### config.mk
export PLATFORM = sky130hd
export DESIGN_NAME = s2p_converter
export DESIGN_NICKNAME = d
export VERILOG_FILES = /design/src/rtl/s2p_pkg.sv /design/src/rtl/s2p_slip_detect.sv /design/src/rtl/s2p_divider.sv /design/src/rtl/s2p_shifter.sv /design/src/rtl/s2p_converter.sv
export SDC_FILE = /design/constraint.sdc
export NUM_CORES = 1
export LEC_CHECK = 0
export ABC_AREA = 1
export BUFFER_PORTS_ARGS = -buffer_cell sky130_fd_sc_hd__buf_2
export CAP_MARGIN = 20
export CORE_MARGIN = 4
export CORE_UTILIZATION = 25
export DETAILED_ROUTE_END_ITERATION = 8
export GPL_ROUTABILITY_DRIVEN = 1
export PLACE_DENSITY = 0.52
export SYNTH_ARGS = -nofsm -noshare
export SYNTH_HDL_FRONTEND = slang
export SYNTH_SLANG_ARGS = --single-unit
### constraint.sdc
create_clock -name clk_i -period 1.3 [get_ports clk_i]
set_input_delay 0.195 -clock clk_i [delete_from_list [all_inputs] [get_ports clk_i]]
set_output_delay 0.195 -clock clk_i [all_outputs]
set_load 0.01 [all_outputs]
### src/rtl/s2p_pkg.sv
package s2p_pkg;

  typedef enum logic {
    SPAN_SINGLE = 1'b0,
    SPAN_DOUBLE = 1'b1
  } span_e;

  // width of a counter that spans two words
  function automatic int unsigned span_cnt_bits(input int unsigned word_w);
    return $clog2(2 * word_w);
  endfunction

endpackage

### src/rtl/s2p_slip_detect.sv
module s2p_slip_detect #(
  parameter int unsigned STAGES = 2
) (
  input  logic clk_i,
  input  logic rst_i,
  input  logic slip_i,
  output logic pulse_o
);

  logic [STAGES-1:0] chain_q;
  logic              last_q;

  generate
    if (STAGES == 1) begin : g_one
      always_ff @(posedge clk_i) begin
        if (rst_i) chain_q <= '0;
        else       chain_q <= slip_i;
      end
    end else begin : g_many
      always_ff @(posedge clk_i) begin
        if (rst_i) chain_q <= '0;
        else       chain_q <= {chain_q[STAGES-2:0], slip_i};
      end
    end
  endgenerate

  always_ff @(posedge clk_i) begin
    if (rst_i) last_q <= 1'b0;
    else       last_q <= chain_q[STAGES-1];
  end

  assign pulse_o = chain_q[STAGES-1] & ~last_q;

  // one request yields a pulse of a single cycle
  p_single_pulse_r7: assert property (@(posedge clk_i) disable iff (rst_i)
    pulse_o |=> !pulse_o)
    else $error("slip pulse longer than one cycle");

endmodule

### src/rtl/s2p_divider.sv
module s2p_divider #(
  parameter int unsigned WORD_W = 4
) (
  input  logic clk_i,
  input  logic rst_i,
  input  logic hold_i,
  output logic stb_word_o,
  output logic stb_pair_o
);

  localparam int unsigned CNT_W = s2p_pkg::span_cnt_bits(WORD_W);
  localparam int unsigned LOW_W = CNT_W - 1;
  localparam logic [CNT_W-1:0] ONE = {{(CNT_W-1){1'b0}}, 1'b1};

  logic [CNT_W-1:0] cnt_q;

  always_ff @(posedge clk_i) begin
    if (rst_i)        cnt_q <= '0;
    else if (!hold_i) cnt_q <= cnt_q + ONE;
  end

  assign stb_word_o = &cnt_q[LOW_W-1:0];
  assign stb_pair_o = &cnt_q;

  // without a skipped count the word strobe never lasts two cycles
  p_word_stb_single_r3: assert property (@(posedge clk_i) disable iff (rst_i)
    (stb_word_o && !hold_i) |=> !stb_word_o)
    else $error("word strobe repeated");

  // the long-period strobe is a subset of the short one
  p_pair_in_word_r4: assert property (@(posedge clk_i) disable iff (rst_i)
    stb_pair_o |-> stb_word_o)
    else $error("pair strobe without word strobe");

endmodule

### src/rtl/s2p_shifter.sv
module s2p_shifter #(
  parameter int unsigned WORD_W = 4
) (
  input  logic              clk_i,
  input  logic              rst_i,
  input  logic              din_a_i,
  input  logic              din_b_i,
  input  logic              sel_b_i,
  input  logic              load_i,
  output logic [WORD_W-1:0] word_o,
  output logic              ser_o
);

  logic              bit_in;
  logic [WORD_W-1:0] sr_q;
  logic [WORD_W-1:0] sr_next;
  logic [WORD_W-1:0] word_q;

  assign bit_in  = sel_b_i ? din_b_i : din_a_i;
  assign sr_next = {bit_in, sr_q[WORD_W-1:1]};

  always_ff @(posedge clk_i) begin
    if (rst_i) sr_q <= '0;
    else       sr_q <= sr_next;
  end

  always_ff @(posedge clk_i) begin
    if (rst_i)       word_q <= '0;
    else if (load_i) word_q <= sr_next;
  end

  assign word_o = word_q;
  assign ser_o  = sr_q[0];

  // the pass-through lags the register input by WORD_W-1 edges;
  // checked for the newest bit reaching the next stage one edge later
  p_shift_step_r9: assert property (@(posedge clk_i) disable iff (rst_i)
    1'b1 |=> (sr_q[WORD_W-2] == $past(sr_q[WORD_W-1])))
    else $error("shift chain broken");

endmodule

### src/rtl/s2p_converter.sv
module s2p_converter #(
  parameter int unsigned WORD_W      = 4,
  parameter int unsigned SYNC_STAGES = 2
) (
  input  logic              clk_i,
  input  logic              rst_i,
  input  logic              din_a_i,
  input  logic              din_b_i,
  input  logic              sel_b_i,
  input  logic              mode_wide_i,
  input  logic              slip_i,
  output logic [WORD_W-1:0] word_o,
  output logic              word_valid_o,
  output logic              div4_stb_o,
  output logic              div8_stb_o,
  output logic              ser_o
);

  import s2p_pkg::*;

  span_e span;
  logic  slip_pulse;
  logic  stb_word;
  logic  stb_pair;
  logic  load;
  logic  valid_q;

  assign span = span_e'(mode_wide_i);

  s2p_slip_detect #(.STAGES(SYNC_STAGES)) u_slip (
    .clk_i   (clk_i),
    .rst_i   (rst_i),
    .slip_i  (slip_i),
    .pulse_o (slip_pulse)
  );

  s2p_divider #(.WORD_W(WORD_W)) u_div (
    .clk_i      (clk_i),
    .rst_i      (rst_i),
    .hold_i     (slip_pulse),
    .stb_word_o (stb_word),
    .stb_pair_o (stb_pair)
  );

  assign load = (span == SPAN_DOUBLE) ? stb_pair : stb_word;

  s2p_shifter #(.WORD_W(WORD_W)) u_shift (
    .clk_i   (clk_i),
    .rst_i   (rst_i),
    .din_a_i (din_a_i),
    .din_b_i (din_b_i),
    .sel_b_i (sel_b_i),
    .load_i  (load),
    .word_o  (word_o),
    .ser_o   (ser_o)
  );

  always_ff @(posedge clk_i) begin
    if (rst_i) valid_q <= 1'b0;
    else       valid_q <= load;
  end

  assign word_valid_o = valid_q;
  assign div4_stb_o   = stb_word;
  assign div8_stb_o   = stb_pair;

  // reset clears the word and its qualifier
  p_reset_clear_r1: assert property (@(posedge clk_i)
    rst_i |=> (word_o == '0 && !word_valid_o))
    else $error("reset did not clear outputs");

  // narrow span loads on every short strobe
  p_narrow_load_r5: assert property (@(posedge clk_i) disable iff (rst_i)
    (!mode_wide_i && div4_stb_o) |=> word_valid_o)
    else $error("narrow span missed a load");

  // wide span ignores short strobes that are not long strobes
  p_wide_skip_r5: assert property (@(posedge clk_i) disable iff (rst_i)
    (mode_wide_i && !div8_stb_o) |=> !word_valid_o)
    else $error("wide span loaded early");

  // no qualifier, no change
  p_word_hold_r10: assert property (@(posedge clk_i) disable iff (rst_i)
    !word_valid_o |-> $stable(word_o))
    else $error("word changed without a load");

endmodule

# Word level (Yosys, flattened, before mapping)
# Index checks and enable logic that the tools add are counted.
# totals
regBits	15
in_bits	7
output_inout_bits	8
# classes
n_addsub	1
muxes	2
bitwise	2
reduce_logical	2
# ops
operator	n
adder 3 x 1 -> 3 bit, second input constant	1
AND reduction 3 bit	1
2-to-1 mux 1 bit	2
AND reduction 2 bit	1
bitwise AND 1 bit	1
inverter 1 bit	1

# Logic depth before layout (Yosys ltp)
# Gate-level depths: netlist (run 1).
# logic_depth
word_depth	2
ltp_mapped	7
mapped_depth_nobuf	7

# Cells and area by module
# A second synthesis (run 1) with hierarchy kept.
# hier_totals
cells_unflattened	74
area_unflattened_um2	561.8
# by_module_without_submodules
mod	n_inst	cells_each	area_each_um2
s2p_shifter	1	34	275.3
s2p_divider	1	21	145.1
s2p_slip_detect	1	10	86.3
s2p_converter	1	9	55.1

# Worst setup path before layout (run 1)
# No wires, ideal clock.
# synth_path
path_kind	register -> register
start	reg u_div.cnt_q[0]
end	reg u_shift.word_q[0] (netlist: u_shift.word_o[0])
arrival_ns	1.210
t_required_ns	1.187
slack_ns	-0.023
path_stages_with_launch	8
path_buffers	0
synth_period_minus_slack_ns	1.323
cell_sequence	dfxtp_1 ha_1 ha_1 nand2_1 nand2_4 nand2_1 nand2_1 nor2_1
# synth_between
elab_chain_len	2
# synth_rtl
element	line_no	source
from (decl)	s2p_divider.sv:15	logic [CNT_W-1:0] cnt_q;
from (signal assigned)	s2p_divider.sv:19	else if (!hold_i) cnt_q <= cnt_q + ONE;
AND reduction 2 bit	s2p_divider.sv:22	assign stb_word_o = &cnt_q[LOW_W-1:0];
via div4_stb_o	s2p_converter.sv:14	output logic div4_stb_o,
2-to-1 mux 1 bit	s2p_converter.sv:45	assign load = (span == SPAN_DOUBLE) ? stb_pair : stb_word;
to (signal assigned)	s2p_shifter.sv:29	else if (load_i) word_q <= sr_next;
to (decl)	s2p_shifter.sv:17	logic [WORD_W-1:0] word_q;
# The timed path passes the listed nets, and every way through them passes these cells.
# A chain may end at the register's enable or synchronous reset.

# Worst setup path in the final report (run 1)
# layout_path
start	reg u_div.cnt_q[1]
end	out div4_stb_o
# layout_between
elab_chain_len	1
# layout_rtl
element	line_no
AND reduction 2 bit	s2p_divider.sv:22
to (decl)	s2p_converter.sv:14
# No other way between the ends.

==> metrics.csv, run 1 <==
metric,value,unit
floorplan die width,55.4,um
Hold Path Class,input pin to flip-flop,
Critical Path Slowest Stage Cell,dfxtp_2,
die outline area,3060,um2
power density normalized to cell area,1180,nW/um2
Final HPWL DP,675,um
worst reg2reg path depth,7,
met2 routed WL,371,um
DR DRC count,0,
CP startpoint kind,flip-flop,
endpoint of the worst-slack reg-to-reg timing path,u_shift.word_o[2]$_SDFFE_PP0P_,
power after layout,0.859,mW
topmost layer with routed signal wires,met4,
FP Rows,16,
Mapped Nets,80,
I/O pins,15,
clock network latency to the later pin of the worst-skew pair,0.28,ns
power share of the clock group,29.6,%
clock net sink count,15,
switching share of total power,23.7,%
source of the critical timing path,u_div.cnt_q[1]$_SDFFE_PP0N_,
Post-Route WL,908,um
ANT nets after route,0,
#FFs+latches synth,15,
startpoint of the worst-slack reg-to-reg timing path,u_div.cnt_q[1]$_SDFFE_PP0N_,
most common library cell in the layout ignoring fill and taps,nor2_1,
initial antenna violation count,0,
CTS Buf Count,3,
internal power,0.655,mW
detailed route wirelength on metal3,93,um
required time of the critical path,1.11,ns
final setup violating endpoints,0,
instance count of the mapped netlist,71,
achievable frequency,801,MHz
Worst Setup EP,div4_stb_o,
Netlist cell types,12,
number of buffers on the longest clock path,2,
share of the clock period used by the worst path after layout,96.1,%
maximum capacitance violations,0,
clock tree from TritonCTS,done,
max-slew violations,0,
Placer Congestion,0.716,
register-to-register path setup slack,0.18,ns
Flop pwr share,58.4,%
status,"finished, final reports clean",
Port Buffer Count,14,
via density per instance,3.73,
CTS HTree Levels,1,
growth of design area from synthesis to finish,29.9,%
Total Negative Setup Slacks,0,ns
global-route wire length before repair,1690,um
RSZ-0062 raised after global routing,no,
floorplan core area,2040,um2
DP Cell Count,112,
final hold viol count,0,
M1 WL,435,um
element type at the critical path end,output pin,
post-detailed-route wirelength per cell,7.76,um
maximum number of pins on one net before global-route repair,11,
maximum vdd drop,0.000554,V
Crit Path Class,flip-flop to output pin,
filler-free cell count of the finished design,117,
Total Nets Final,100,
clock-pin slew reported for the worst setup and hold paths after clock tree synthesis,0.08,ns
ANT cells,0,
via count of the first global-routing pass,415,
drt first pass iters,4,
delay of the slowest cell on the worst path,0.34,ns
Psw,0.204,mW
number of DRC markers in iteration 0,3,
"commonest cells after routing, fill and taps aside","nor2_1 (20), nand2_1 (13), buf_2 (13), dfxtp_1 (13), inv_1 (12)",
total grt overflow,0,
count of synthesis-stage warnings from yosys,0,
average instance area after synthesis,7.89,um2
GRT Overall Usage,6.94,%
"Data arrival, critical path",1.05,ns
Relative slew margins,87.3,%
fraction of power consumed by combinational cells,12.0,%
count of cells along the worst hold path,3,
initial core utilization,27.5,%
"Seq/Total Area, Yosys",53.6,%
Final Skew,0.00528,ns
total via count in the routed design,436,
final worst path period need,1.25,ns
transition at the pin with the smallest max-transition slack,0.190,ns
CTS Root Cell,clkbuf_4,
fraction of layout cells with a size suffix above 1,30.0,%
"Critical Path, Cell by Cell",ha_4 -> buf_4 -> buf_2,
number of filler cells placed in the layout,236,
mapped cell area,561,um2
maximum net fanout on the critical path,2,
leakage power total,0.371,nW
die span in y,55.4,um
==> layout make-up <==
class	instances	area [um2]	area share (%)
inverters	13	48.8	6.70
multi-input cells	42	225	30.9
flip-flops and latches	15	303	41.6
repair buffers	16	91.3	12.5
well taps	27	33.8	4.64
clock buffers	4	26.3	3.61
==> power groups by stage <==
stage / sequential (mW) / clock (mW) / combinational, mW
after global placement: 0.506 / 0 / 0.0930
after detailed placement: 0.507 / 0 / 0.0942
final: 0.501 / 0.254 / 0.103
after global routing: 0.504 / 0.283 / 0.123
after floorplan: 0.508 / 0 / 0.0638
after CTS: 0.498 / 0.274 / 0.103
==> per-layer routing <==
metal / vias up / global-route usage, %
li1: 243 / -
met1: 176 / 8.32
met2: 15 / 10.3
met3: 2 / 4.20
met4: 0 / 2.08
met5: - / 0
==> state kept, by name (all words and copies together) (netlist names) <==
name,flops
u_shift.word_o,4
u_shift.sr_q,4
u_slip.last_q,1
word_valid_o,1
u_div.cnt_q,3
u_slip.chain_q,2
==> metrics by stage <==
stage | cell area [um2] | hold WS [ns] | util (%) | setup WS (ns)
floorplan | 563 | 0.302 | - | 0.0325
global placement | 663 | 0.394 | 32.5 | 0.146
detailed placement | 663 | 0.398 | 32.5 | 0.120
CTS | 718 | 0.108 | 35.2 | 0.00874
global route | 728 | 0.134 | 35.7 | 0.0122
finish | 728 | 0.120 | 35.7 | 0.0513
==> timing repair <==
action / 4_1_cts / 5_1_grt
resized for setup: 5 / 1
hold buffers: 0 / 0
endpoints found under the setup margin: 1 / 2
setup buffers: 1 / 0
==> cell usage after synthesis (all sizes together) <==
| master | count | area share (%) |
|---|---|---|
| nor2 | 20 | 13 |
| nand2 | 16 | 14 |
| dfxtp | 15 | 54 |
| inv | 13 | 8.7 |
| ha | 2 | 4.5 |
| o21ai | 2 | 1.8 |
| a21oi | 1 | 0.89 |
| buf | 1 | 2.0 |
| nor3b | 1 | 1.3 |
==> worst min path at each step <==
| stage | start | to | slack [ns] |
|---|---|---|---|
| 2_1_floorplan | slip_i | u_slip.chain_q[0]$_SDFF_PP0_ | 0.30 |
| 3_3_place_gp | u_slip.chain_q[0]$_SDFF_PP0_ | u_slip.chain_q[1]$_SDFF_PP0_ | 0.39 |
| 3_5_place_dp | u_slip.chain_q[0]$_SDFF_PP0_ | u_slip.chain_q[1]$_SDFF_PP0_ | 0.40 |
| 4_1_cts | slip_i | u_slip.chain_q[0]$_SDFF_PP0_ | 0.11 |
| 5_1_grt | slip_i | u_slip.chain_q[0]$_SDFF_PP0_ | 0.13 |
| 6_report | slip_i | u_slip.chain_q[0]$_SDFF_PP0_ | 0.12 |
==> logic make-up (layout without fill, tap and decap cells) <==
kind of cell    count (synthesis)  after routing  synth area share [%]
compound gates                  3              3                  2.68
fa+ha+maj                       2              2                  4.46
flops                          15             15                  53.6
buf+inv                        14             33                  10.7
simple gates                   37             37                  28.6
==> worst max-delay path: cells and delay by family (launching register included) <==
| family | cells | cell delay, ns |
|---|---|---|
| flip-flops | 1 | 0.34 |
| buffers and inverters | 2 | 0.27 |
| adder cells (fa/ha/maj) | 1 | 0.16 |
No activity file was read; power rests on OpenSTA's default activity.
==> run 2, diff against run 1 <==
--- a/config.mk
+++ b/config.mk
@@ -5,14 +5,14 @@
 export SDC_FILE = /design/constraint.sdc
 export NUM_CORES = 1
 export LEC_CHECK = 0
-export ABC_AREA = 1
+export ABC_AREA = 0
 export BUFFER_PORTS_ARGS = -buffer_cell sky130_fd_sc_hd__buf_2
 export CAP_MARGIN = 20
 export CORE_MARGIN = 4
 export CORE_UTILIZATION = 25
 export DETAILED_ROUTE_END_ITERATION = 8
 export GPL_ROUTABILITY_DRIVEN = 1
-export PLACE_DENSITY = 0.52
+export PLACE_DENSITY = 0.53
 export SYNTH_ARGS = -nofsm -noshare
 export SYNTH_HDL_FRONTEND = slang
 export SYNTH_SLANG_ARGS = --single-unit
==> metrics.csv, run 2 <==
metric,value,unit
status,"finished, final reports clean",
"Seq/Total Area, Yosys",60.0,%
Crit Path Class,flip-flop to flip-flop,
transition at the pin with the smallest max-transition slack,0.348,ns
CTS Buf Count,3,
register-to-register path setup slack,0.02,ns
Final HPWL DP,567,um
Port Buffer Count,14,
"commonest cells after routing, fill and taps aside","buf_2 (14), dfxtp_1 (13), nor2_1 (8)",
I/O pins,15,
Relative slew margins,76.8,%
"top cells by count, synth","dfxtp_1 (15), nor2_1 (8), nor2b_1 (7)",
most instantiated library cell after synthesis,dfxtp_1,
required time of the critical path,1.47,ns
via density per instance,4.03,
number of hold buffers added after cts,0,
endpoint of the worst-slack reg-to-reg timing path,u_shift.word_o[0]$_SDFFE_PP0P_,
clock net sink count,15,
final worst path period need,1.28,ns
count of cells along the worst hold path,2,
CP startpoint kind,flip-flop,
element type at the critical path end,flip-flop,
final hold viol count,0,
ANT nets after route,0,
floorplan die width,52.7,um
ANT cells,0,
Total Nets Final,74,
clock network latency to the later pin of the worst-skew pair,0.28,ns
instance count of the mapped netlist,44,
leakage power total,0.323,nW
average instance area after synthesis,11.4,um2
"Critical Path, Cell by Cell",ha_4 -> ha_4 -> mux2i_4 -> mux2i_1 -> nor2_1,
"Data arrival, critical path",1.45,ns
proportion of netlist area held by the largest area contributor,60.0,%
initial antenna violation count,0,
final setup violating endpoints,0,
number of DRC markers in iteration 0,2,
maximum capacitance violations,0,
Mapped Nets,53,
achievable frequency,780,MHz
Hold Path Class,input pin to flip-flop,
Critical Path Slowest Stage Cell,dfxtp_2,
clock tree from TritonCTS,done,
Min-Delay Endpoint,u_slip.chain_q[0]$_SDFF_PP0_,
maximum net fanout on the critical path,5,
number of buffers on the longest clock path,2,
Hold Startpoint,slip_i,
drt first pass iters,2,
initial core utilization,27.8,%
Total Negative Setup Slacks,0,ns
post-layout utilization of the core,38.0,%
total grt overflow,0,
count of synthesis-stage warnings from yosys,0,
"Async S/R FF share, synth",0,%
share of the clock period used by the worst path after layout,98.6,%
growth of design area from synthesis to finish,36.7,%
number of enable-type register cells in the synthesized netlist,0,
RSZ-0062 raised after global routing,yes,
startpoint of the worst-slack reg-to-reg timing path,u_div.cnt_q[1]$_SDFFE_PP0N_,
floorplan core area,1800,um2
power density normalized to cell area,1220,nW/um2
maximum vdd drop,0.000848,V
die outline area,2780,um2
global-route wire length before repair,1320,um
CTS HTree Levels,1,
Final Skew,0.00431,ns
worst reg2reg path depth,5,
total via count in the routed design,359,
CTS Root Cell,clkbuf_4,
post-synthesis cell type with the largest combined area,dfxtp_1,
delay of the slowest cell on the worst path,0.34,ns
Crit path top cell by count,ha_4,
max-slew violations,0,
most common library cell in the layout ignoring fill and taps,buf_2,
Post-synth top flop,dfxtp_1,
Post-Route WL,769,um
via count of the first global-routing pass,326,
Placer Congestion,0.703,
clock-pin slew reported for the worst setup and hold paths after clock tree synthesis,0.09,ns
FP Rows,15,
Netlist cell types,11,
cell types occupying the most area after synthesis,"dfxtp_1 (60%), mux2i_1 (12%), nor2b_1 (8.8%)",
mapped cell area,500,um2
fraction of layout cells with a size suffix above 1,40.6,%
post-detailed-route wirelength per cell,8.64,um
die span in y,52.7,um
maximum number of pins on one net before global-route repair,16,
#FFs+latches synth,15,
GRT Overall Usage,6.87,%
DR DRC count,0,
[run 2: cell types whose count changed in the layout (fill, tap and decap cells not counted), sizes merged]
| cell | delta |
|---|---|
| or2 | +1 |
| o21ai | -2 |
| xor2 | +1 |
| clkinv | +1 |
| clkbuf | -1 |
| nor2b | +7 |
| mux2i | +7 |
| nor2 | -12 |
| inv | -13 |
| nand2 | -15 |
| buf | +1 |
| nor3b | -1 |
[run 2: cells by family (layout without fill, tap and decap cells)]
logic type,Yosys count,in the layout,synth area share (%)
AO/OA/AOI/OAI,1,1,0.999
flip-flops,15,15,60.0
buffers and inverters,1,21,0.749
adder cells (fa/ha/maj),2,2,5.00
multiplexers,7,7,14.7
XOR/XNOR,1,1,1.75
AND/OR/NAND/NOR,17,17,16.7
[run 2: repair_timing]
action / in CTS / in global routing
buffers inserted: 0 / 1
pin swaps: 2 / 2
gates cloned: 0 / 0
resized for setup: 2 / 0
setup endpoints to repair: 4 / 4
[run 2: how the worst max path moves through the flow]
stage	start	to	slack (ns)
after floorplan	u_div.cnt_q[0]$_SDFFE_PP0N_	u_shift.word_o[0]$_SDFFE_PP0P_	0.02
after global placement	u_div.cnt_q[1]$_SDFFE_PP0N_	u_shift.word_o[2]$_SDFFE_PP0P_	0.01
after detailed placement	u_div.cnt_q[0]$_SDFFE_PP0N_	u_shift.word_o[1]$_SDFFE_PP0P_	-0.004
after CTS	u_div.cnt_q[1]$_SDFFE_PP0N_	u_shift.word_o[0]$_SDFFE_PP0P_	-0.004
after global routing	u_div.cnt_q[1]$_SDFFE_PP0N_	u_shift.word_o[3]$_SDFFE_PP0P_	-0.06
final	u_div.cnt_q[1]$_SDFFE_PP0N_	u_shift.word_o[0]$_SDFFE_PP0P_	0.02
[run 2: final cells by class]
| class | instances | area (um2) |
|---|---|---|
| Fill cell | 203 | 1120 |
| Tap cell | 25 | 31.3 |
| Timing Repair Buffer | 17 | 92.6 |
| Clock inverter | 1 | 5.00 |
| Multi-Input combinational cell | 28 | 230 |
| Clock buffer | 3 | 22.5 |
| Sequential cell | 15 | 303 |
[run 2: through the flow]
step	std cells	setup WS [ns]	hold WS (ns)	power, mW	area, um2
CTS	88	-0.00394	0.107	0.854	677
detailed placement	84	-0.00377	0.411	0.587	647
global placement	84	0.0119	0.410	0.586	647
global route	89	-0.0633	0.161	0.892	684
floorplan	44	0.0221	0.267	0.555	534
finish	89	0.0185	0.120	0.834	684
[run 2: worst max-delay path, delay by kind of cell, from the launching register on]
family,cells,cell delay (ns)
DFF,1,0.34
adders and majority gates,2,0.33
muxes,2,0.46
and+or+nand+nor,1,0.06
[run 2: power by group]
group | leakage [nW] | internal (mW) | switching [mW]
logic | 0.182 | 0.0472 | 0.0361
clock network | 0.0177 | 0.114 | 0.141
registers | 0.123 | 0.482 | 0.0132
[run 2: layer usage]
layer  track usage, %  vias up  wire, um
li1                 -      184         -
met1             7.81      161       347
met2             9.71       12       340
met3             5.13        2        68
met4             2.55        0        12
met5                0        -         0
==> run 3, diff against run 2 <==
--- a/config.mk
+++ b/config.mk
@@ -8,7 +8,6 @@
 export ABC_AREA = 0
 export BUFFER_PORTS_ARGS = -buffer_cell sky130_fd_sc_hd__buf_2
 export CAP_MARGIN = 20
-export CORE_MARGIN = 4
 export CORE_UTILIZATION = 25
 export DETAILED_ROUTE_END_ITERATION = 8
 export GPL_ROUTABILITY_DRIVEN = 1
==> metrics.csv, run 3 (synthesis results as in run 2) <==
metric,value,unit
clock-pin slew reported for the worst setup and hold paths after clock tree synthesis,0.08,ns
number of buffers on the longest clock path,2,
Relative slew margins,76.4,%
final hold viol count,0,
ANT cells,0,
total via count in the routed design,356,
die span in y,46.7,um
leakage power total,0.316,nW
clock network latency to the later pin of the worst-skew pair,0.27,ns
CP startpoint kind,flip-flop,
Critical path buffers and inverters,0,
CTS Root Cell,clkbuf_4,
FP Rows,15,
number of DRC markers in iteration 0,0,
max-slew violations,0,
Hold Path Class,input pin to flip-flop,
transition at the pin with the smallest max-transition slack,0.353,ns
clock tree from TritonCTS,done,
total grt overflow,0,
number of filler cells placed in the layout,203,
via density per instance,4.05,
floorplan core area,1800,um2
element type at the critical path end,flip-flop,
final setup violating endpoints,2,
fraction of layout cells with a size suffix above 1,38.1,%
via count of the first global-routing pass,298,
delay of the slowest cell on the worst path,0.34,ns
I/O pins,15,
power density normalized to cell area,1230,nW/um2
pre-CTS WS,-0.0177,ns
Final Skew,0.00241,ns
"Critical Path, Cell by Cell",ha_4 -> ha_4 -> mux2i_4 -> mux2i_1 -> nor2_1,
growth of design area from synthesis to finish,35.0,%
Crit path max-delay family,multiplexers,
Placer Congestion,0.659,
initial antenna violation count,0,
maximum capacitance violations,0,
global-route wire length before repair,1150,um
Critical Path Slowest Stage Cell,dfxtp_2,
RSZ-0062 raised after global routing,yes,
post-detailed-route wirelength per cell,8.07,um
DR DRC count,0,
GRT Overall Usage,7.49,%
Final HPWL DP,506,um
required time of the critical path,1.46,ns
Port Buffer Count,14,
Crit path top cell by count,ha_4,
die outline area,2180,um2
power after layout,0.829,mW
Crit Path Class,flip-flop to flip-flop,
filler-free cell count of the finished design,88,
floorplan die width,46.7,um
drt first pass iters,1,
most common library cell in the layout ignoring fill and taps,buf_2,
achievable frequency,765,MHz
violated checks,setup timing,
Total Nets Final,73,
"commonest cells after routing, fill and taps aside","buf_2 (14), dfxtp_1 (13), nor2_1 (8)",
CTS Buf Count,3,
post-route design area,676,um2
maximum net fanout on the critical path,6,
DP Cell Count,84,
status,finished with violations,
share of the clock period used by the worst path after layout,101,%
initial core utilization,27.8,%
"Data arrival, critical path",1.47,ns
clock net sink count,15,
maximum vdd drop,0.000698,V
maximum number of pins on one net before global-route repair,16,
placed standard-cell area,647,um2
CTS HTree Levels,1,
Post-Route WL,710,um
final worst path period need,1.31,ns
ANT nets after route,0,
post-layout worst setup margin,-0.00675,ns
==> run 3: cell count changes in the layout (fill, tap and decap cells not counted), sizes merged <==
cell    before  now
buf         17   16
clkbuf       3    4
clkinv       1    0
==> run 3: cell type report <==
| class | instances | area [um2] | area share (%) |
|---|---|---|---|
| Clock buffer | 4 | 26.3 | 3.89 |
| Timing Repair Buffer | 16 | 85.1 | 12.6 |
| Sequential cell | 15 | 303 | 44.8 |
| Tap cell | 25 | 31.3 | 4.63 |
| Multi-Input combinational cell | 28 | 230 | 34.1 |
==> run 3: where the power goes <==
group	leakage, nW	total [mW]	switching [mW]	internal (mW)
registers	0.123	0.496	0.0138	0.482
logic	0.178	0.0805	0.0352	0.0453
clock network	0.0150	0.253	0.134	0.119
==> run 3: worst reg2reg max path: stages (launching register included) <==
cell,delay [ns]
dfxtp_2,0.34
ha_4,0.17
ha_4,0.16
mux2i_4,0.25
mux2i_1,0.22
nor2_1,0.06
==> run 3: worst paths after layout <==
path / from / to / slack [ns] / depth (start not counted)
max reg2reg: u_div.cnt_q[0]$_SDFFE_PP0N_ / u_shift.word_o[2]$_SDFFE_PP0P_ / -0.007 / 5
min reg2reg: u_slip.chain_q[0]$_SDFF_PP0_ / u_slip.chain_q[1]$_SDFF_PP0_ / 0.44 / 1
min: slip_i / u_slip.chain_q[0]$_SDFF_PP0_ / 0.13 / 2
max: u_div.cnt_q[0]$_SDFFE_PP0N_ / u_shift.word_o[2]$_SDFFE_PP0P_ / -0.007 / 5
==> run 3: stage by stage <==
step                      TNS (ns)  hold WS, ns  util (%)
after floorplan                  0        0.267         -
after global placement           0        0.406      35.9
after detailed placement   -0.0365        0.418      35.9
after CTS                  -0.0495        0.126      37.5
after global routing        -0.198        0.122      37.5
final                      -0.0110        0.130      37.5
==> run 3: routing by layer <==
layer  share of wire (%)  vias up  wire (um)  track usage, %
met5                   0        -          0               0
met4                0.56        0          4            1.71
met3                 6.9        2         49            4.62
met2                  44       12        311            10.6
met1                  48      160        344            9.76
li1                    -      182          -               -
==> run 3: repair_timing <==
action | CTS | global route
hold buffers | 0 | 0
buffers inserted | 0 | 0
cloned | 0 | 0
resized for setup | 2 | 0
setup endpoints to repair | 4 | 4
pin swaps | 3 | 3
